**src/rtl/evt_irq_pkg.sv**
```systemverilog
// Package: shared constants for the masked event interrupt controller.
// Assumes: an 8-bit register address space on the bus target side.
package evt_irq_pkg;
    localparam int unsigned ADDR_W_DEF   = 8;
    localparam int unsigned DATA_W_DEF   = 8;
    localparam logic [7:0]  EN_ADDR_DEF  = 8'h01;
    localparam logic [7:0]  CLR_ADDR_DEF = 8'h1A;
    localparam int unsigned CLR_BIT_A    = 6;
    localparam int unsigned CLR_BIT_B    = 7;

    // One register write as seen from the bus target.
    typedef struct packed {
        logic                  en;
        logic [ADDR_W_DEF-1:0] addr;
        logic [DATA_W_DEF-1:0] data;
    } reg_wr_t;
endpackage

```
**src/rtl/evt_irq_regs.sv**
```systemverilog
// Module: evt_irq_regs
// Decodes register writes into the enable register and a one-cycle clear strobe.
// Assumes: the write strobe lasts one cycle per bus write; NUM_EVT <= DATA_W.
module evt_irq_regs #(
    parameter int unsigned NUM_EVT  = 8,
    parameter int unsigned ADDR_W   = 8,
    parameter int unsigned DATA_W   = 8,
    parameter logic [ADDR_W-1:0] EN_ADDR  = 8'h01,
    parameter logic [ADDR_W-1:0] CLR_ADDR = 8'h1A
) (
    input  logic               clk,
    input  logic               rst_n,
    input  logic               wr_en,
    input  logic [ADDR_W-1:0]  wr_addr,
    input  logic [DATA_W-1:0]  wr_data,
    output logic [NUM_EVT-1:0] en_q,
    output logic               clr_stb
);
    import evt_irq_pkg::*;

    logic en_hit;
    logic clr_hit;

    // Address decode for the two registers this block owns.
    always_comb begin
        en_hit  = wr_en && (wr_addr == EN_ADDR);
        clr_hit = wr_en && (wr_addr == CLR_ADDR);
        clr_stb = clr_hit && (wr_data[CLR_BIT_A] || wr_data[CLR_BIT_B]);
    end

    // Enable register: loads on a matching write, cleared by reset.
    always_ff @(posedge clk) begin
        if (!rst_n) begin
            en_q <= '0;
        end else if (en_hit) begin
            en_q <= wr_data[NUM_EVT-1:0];
        end
    end

    // a matching write lands in the enable register at the next edge.
    p_en_load_r4: assert property (@(posedge clk) disable iff (!rst_n)
        (wr_en && wr_addr == EN_ADDR) |=> (en_q == $past(wr_data[NUM_EVT-1:0])));
    // writes elsewhere leave the enables alone.
    p_en_keep_r4: assert property (@(posedge clk) disable iff (!rst_n)
        !(wr_en && wr_addr == EN_ADDR) |=> $stable(en_q));
endmodule

```
**src/rtl/evt_irq_flags.sv**
```systemverilog
// Module: evt_irq_flags
// Rising-edge detection on each event input and a sticky flag per event.
// Assumes: a clear strobe wipes all flags, but a rise at the same edge wins.
module evt_irq_flags #(
    parameter int unsigned NUM_EVT = 8
) (
    input  logic               clk,
    input  logic               rst_n,
    input  logic [NUM_EVT-1:0] evt_i,
    input  logic               clr_i,
    output logic [NUM_EVT-1:0] flags_q
);
    logic [NUM_EVT-1:0] evt_prev_q;
    logic [NUM_EVT-1:0] rise;

    for (genvar g = 0; g < NUM_EVT; g++) begin : g_evt
        // Rise detect for event g.
        always_comb rise[g] = evt_i[g] && !evt_prev_q[g];

        // Previous level and sticky flag for event g.
        always_ff @(posedge clk) begin
            if (!rst_n) begin
                evt_prev_q[g] <= 1'b0;
                flags_q[g]    <= 1'b0;
            end else begin
                evt_prev_q[g] <= evt_i[g];
                if (rise[g]) begin
                    flags_q[g] <= 1'b1;
                end else if (clr_i) begin
                    flags_q[g] <= 1'b0;
                end
            end
        end
    end

    // every rise is recorded, masked or not, clear or not.
    p_rise_sets_r7: assert property (@(posedge clk) disable iff (!rst_n)
        (rise != '0) |=> ((flags_q & $past(rise)) == $past(rise)));
    // without a clear, flags never drop.
    p_sticky_r2: assert property (@(posedge clk) disable iff (!rst_n)
        !clr_i |=> ((flags_q & $past(flags_q)) == $past(flags_q)));
    // a clear leaves only the flags that rose at the same edge.
    p_clear_r6: assert property (@(posedge clk) disable iff (!rst_n)
        clr_i |=> ((flags_q & ~$past(rise)) == '0));
endmodule

```
**src/rtl/evt_irq_hold.sv**
```systemverilog
// Module: evt_irq_hold
// Output stage: registers the pending state, frozen while the bus is busy.
// Assumes: busy is synchronous to clk; output 1 means pull the line low.
module evt_irq_hold (
    input  logic clk,
    input  logic rst_n,
    input  logic pend_i,
    input  logic busy_i,
    output logic pull_q
);
    // Pin update only at edges that find the bus idle.
    always_ff @(posedge clk) begin
        if (!rst_n) begin
            pull_q <= 1'b0;
        end else if (!busy_i) begin
            pull_q <= pend_i;
        end
    end

    // no change across a busy edge.
    p_busy_hold_r8: assert property (@(posedge clk) disable iff (!rst_n)
        busy_i |=> (pull_q == $past(pull_q)));
endmodule

```
**src/rtl/evt_irq_ctrl.sv**
```systemverilog
// Module: evt_irq_ctrl (top)
// Sticky, maskable event flags driving an active-low open-drain request that
// changes only between bus transactions.
// Assumes: bus target supplies one-cycle write strobes and a busy level.
module evt_irq_ctrl #(
    parameter int unsigned NUM_EVT  = 8,
    parameter int unsigned ADDR_W   = evt_irq_pkg::ADDR_W_DEF,
    parameter int unsigned DATA_W   = evt_irq_pkg::DATA_W_DEF,
    parameter logic [ADDR_W-1:0] EN_ADDR  = evt_irq_pkg::EN_ADDR_DEF,
    parameter logic [ADDR_W-1:0] CLR_ADDR = evt_irq_pkg::CLR_ADDR_DEF
) (
    input  logic               clk,
    input  logic               rst_n,
    input  logic [NUM_EVT-1:0] evt_pulse,
    input  logic               wr_en,
    input  logic [ADDR_W-1:0]  wr_addr,
    input  logic [DATA_W-1:0]  wr_data,
    input  logic               bus_busy,
    output logic               irq_pull_low
);
    logic [NUM_EVT-1:0] en_q;
    logic [NUM_EVT-1:0] flags_q;
    logic               clr_stb;
    logic               pending;

    evt_irq_regs #(
        .NUM_EVT (NUM_EVT),
        .ADDR_W  (ADDR_W),
        .DATA_W  (DATA_W),
        .EN_ADDR (EN_ADDR),
        .CLR_ADDR(CLR_ADDR)
    ) u_regs (
        .clk    (clk),
        .rst_n  (rst_n),
        .wr_en  (wr_en),
        .wr_addr(wr_addr),
        .wr_data(wr_data),
        .en_q   (en_q),
        .clr_stb(clr_stb)
    );

    evt_irq_flags #(
        .NUM_EVT(NUM_EVT)
    ) u_flags (
        .clk    (clk),
        .rst_n  (rst_n),
        .evt_i  (evt_pulse),
        .clr_i  (clr_stb),
        .flags_q(flags_q)
    );

    // Any enabled flag makes the request pending.
    always_comb pending = |(flags_q & en_q);

    evt_irq_hold u_hold (
        .clk   (clk),
        .rst_n (rst_n),
        .pend_i(pending),
        .busy_i(bus_busy),
        .pull_q(irq_pull_low)
    );

    // reset leaves flags, enables and the pin cleared.
    p_reset_state_r1: assert property (@(posedge clk)
        !rst_n |=> (flags_q == '0 && en_q == '0 && !irq_pull_low));
    // an enabled flag on an idle edge drives the pin low next.
    p_enabled_asserts_r3: assert property (@(posedge clk) disable iff (!rst_n)
        ((flags_q & en_q) != '0 && !bus_busy) |=> irq_pull_low);
    // with nothing enabled and set, an idle edge releases the pin.
    p_release_r6: assert property (@(posedge clk) disable iff (!rst_n)
        ((flags_q & en_q) == '0 && !bus_busy) |=> !irq_pull_low);
endmodule

```
**config.mk**
```make
export PLATFORM = sky130hd
export DESIGN_NAME = evt_irq_ctrl
export DESIGN_NICKNAME = d
export VERILOG_FILES = /design/src/rtl/evt_irq_pkg.sv /design/src/rtl/evt_irq_regs.sv /design/src/rtl/evt_irq_flags.sv /design/src/rtl/evt_irq_hold.sv /design/src/rtl/evt_irq_ctrl.sv
export SDC_FILE = /design/constraint.sdc
export NUM_CORES = 1
export LEC_CHECK = 0
export CORE_MARGIN = 2
export CORE_UTILIZATION = 55
export CTS_CLUSTER_DIAMETER = 50
export CTS_CLUSTER_SIZE = 28
export DETAILED_ROUTE_END_ITERATION = 10
export DONT_BUFFER_PORTS = 1
export GPL_TIMING_DRIVEN = 0
export PLACE_DENSITY = 0.71
export SYNTH_ARGS = -nofsm -noshare
export SYNTH_HDL_FRONTEND = slang
export SYNTH_HIERARCHICAL = 1
export SYNTH_SLANG_ARGS = --single-unit
```
**constraint.sdc**
```tcl
create_clock -name clk -period 3.5 [get_ports clk]
set_clock_uncertainty 0.05 [all_clocks]
set_input_delay 0.175 -clock clk [delete_from_list [all_inputs] [get_ports clk]]
set_output_delay 0.175 -clock clk [all_outputs]
set_load 0.05 [all_outputs]
```
==> results by group <==
Cells and area
  • Antenna cells: 0
  • Fin util: 72.1%
  • Area grow syn2layout: 24.6%
  • Share of cells above drive strength 1: 7.56%
  • Commonest non-fill, non-tap cell in the layout: dfxtp_1
  • Most frequent cells in the layout: dfxtp_1, dlygate4sd3_1, nand2b_1, nand2_1, mux2i_1
  • NumNets Final: 148

Worst hold path
  • Worst Hold End: u_regs/en_q[1]$_SDFFE_PN0P_
  • Hold Path Origin: wr_addr[5]
  • WHS Path Cells: 2
  • Hold Crit Class: in2reg

Die
  • Placeable Area: 1710 um^2
  • I/O pin total: 29
  • Die area: 2150 um^2
  • Die height: 46.4 um
  • Site Rows: 15
  • Initial Util: 57.9%
  • Die extent in x: 46.4 um

Worst setup path
  • Crit path DAT: 1880 ps
  • Crit start category: primary input
  • CP Class: in2reg
  • Reg2Reg Setup Slack: 2450 ps
  • CP Capture Type: register
  • Worst reg2reg path depth: 4
  • Critical Path RT: 3680 ps
  • RR Endpoint: u_hold/pull_q$_SDFFE_PN0N_
  • Reg2reg start: u_flags/flags_q[5]$_SDFFE_PN0P_
  • Worst Path Max Fanout: 8

Route
  • Routed wire length: 1.69 mm
  • Post-DR wirelength/cell: 11.7 um
  • Drt pass-1 iters: 4
  • Via count: 708
  • Via-per-instance ratio: 4.92
  • First-iteration detailed-routing DRC count: 10
  • Final ANT Viol Nets: 0
  • # DRC: 0

Power and ir drop
  • Pwr dens: 391 nW/um^2
  • Net switching power: 110 uW
  • Internal power: 371 uW
  • Flop pwr share: 62.7%
  • Overall power: 481 uW
  • Combinational share of power: 9.4%
  • Sw Ratio: 22.8%
  • Clock power share: 27.9%
  • Peak supply drop: 0.309 mV
  • LEAKAGE: 0.462 nW

Timing
  • Fin. Hold Viols: 0
  • Worst-margin pin slew: 945 ps
  • RSZ-0062 raised after global routing: no
  • Slew Limit Fails: 0
  • Fmax: 586 MHz
  • Setup ws final: 1790 ps
  • Setup TNS: 0 ps
  • Final Critical Period: 1710 ps
  • Final setup violating endpoints: 0
  • Final Cycle Share: 48.7%
  • Relative slew slack: 36.4%

Clocking
  • Clk buf depth: 2
  • CTS root buf: clkbuf_4
  • CTS H-tree lvls: 1
  • TritonCTS buffer count: 3
  • TritonCTS clock tree: done
  • Latest clock arrival within the worst-skew pair: 320 ps
  • CTS clk-pin slew, worst paths: 140 ps
  • CTS Sinks: 25

Synthesis
  • Synth Register Bits: 25
  • Cell count after synthesis: 97
  • Post-synthesis sequential area ratio: 50.6%
  • Synthesized area: 988 um^2
  • Synth top area share: 50.6%
  • Mapped Nets: 125
  • Ys Warns: 6
  • Largest cells by area after synthesis: dfxtp_1, nand2b_1, mux2i_1
  • Area leader, netlist: dfxtp_1
  • Mean post-synth cell area: 10.2 um^2
  • Distinct cell type count after synthesis: 18

Global routing
  • Pin count of the biggest net entering global routing: 17
  • GRT overflow: 0
  • Number of global-route vias before repair: 681
  • First-pass GRT wire length: 2.73 mm
  • Initial antenna violation count: 0
  • GRT Overall Usage: 18.4%

Placed design
  • IO Port Bufs: 0
  • Final GP Congestion: 0.791
  • Setup WS pre-CTS: 1400 ps
  • Detail Placement HPWL: 1.20 mm

Run
  • Maxcap violations: 0

Run status
  • Outcome: finished clean
-- sequential cells by signal, indices dropped and copies added, names as in the netlist --
| name | count |
|---|---|
| u_flags/evt_prev_q | 8 |
| u_regs/en_q | 8 |
| u_hold/pull_q | 1 |
| u_flags/flags_q | 8 |
-- worst max path at each step --
stage                from                         endpoint  slack, ps  cells past startpoint
2_1_floorplan  wr_addr[7]  u_flags/flags_q[1]$_SDFFE_PN0P_       1820                      4
3_3_place_gp   wr_addr[7]  u_flags/flags_q[1]$_SDFFE_PN0P_       1420                      4
3_5_place_dp   wr_addr[7]  u_flags/flags_q[3]$_SDFFE_PN0P_       1400                      4
4_1_cts        wr_addr[7]  u_flags/flags_q[3]$_SDFFE_PN0P_       1760                      4
5_1_grt        wr_addr[7]  u_flags/flags_q[3]$_SDFFE_PN0P_       1600                      4
6_report       wr_addr[7]  u_flags/flags_q[3]$_SDFFE_PN0P_       1790                      4
-- power by group through the flow --
stage | logic (mW) | clock network (mW) | registers (mW)
3_3_place_gp | 0.0267 | 0 | 0.307
4_1_cts | 0.0454 | 0.142 | 0.302
2_1_floorplan | 0.0241 | 0 | 0.306
3_5_place_dp | 0.0273 | 0 | 0.308
6_report | 0.0452 | 0.134 | 0.301
5_1_grt | 0.0508 | 0.154 | 0.303
-- layer usage --
metal	vias up	global-route usage [%]	share of wire (%)
met4	0	5.14	0.71
li1	371	-	-
met3	2	8.24	6.3
met2	25	30.0	47
met1	310	21.8	45
met5	-	0	0
-- kinds of logic (layout without fill, tap and decap cells) --
| kind of cell | after synthesis | after routing | share of synthesized area, % |
|---|---|---|---|
| simple gates | 48 | 48 | 28.1 |
| compound gates | 12 | 12 | 10.3 |
| flops | 25 | 25 | 50.6 |
| mux | 9 | 9 | 9.11 |
| buf+inv | 3 | 25 | 1.90 |
-- cell usage after synthesis --
library cell   n
dfxtp_1       25
mux2i_1        9
a21boi_2       3
nor2_1         1
nor2b_1        1
clkbuf_1       2
nand2_1       16
nand2b_1      16
a21boi_0       1
or4b_1         2
nor4_1         1
nand4_1        1
nand4b_1       1
nor3_4         1
buf_6          1
a21boi_1       4
a22oi_1        4
and2_1         8
-- worst max-delay path, cell delays in order --
cell and delay, ps:
or4b_1 590, nor4_1 840, nand2b_1 190, a21boi_0 80
-- per-stage QoR --
stage,cells,hold WS [ps],instance area (um^2)
after floorplan,97,247,988
after global placement,122,249,1020
after detailed placement,122,252,1020
after CTS,144,11.2,1230
after global routing,144,1.61,1230
final,144,22.9,1230
-- repair_timing --
action / CTS / global route
hold endpoints to repair: 25 / 0
resized for setup: 0 / 0
hold buffers: 18 / 0
buffers inserted: 0 / 0
-- layout make-up --
type,instances,area (um^2)
fill,140,477
timing repair buffer,18,180
tap,25,31.3
multi-input combinational,69,469
sequential,25,500
buffer,3,18.8
clock buffer,3,22.5
clock inverter,1,8.76
Power figures use the tool's default switching activity.
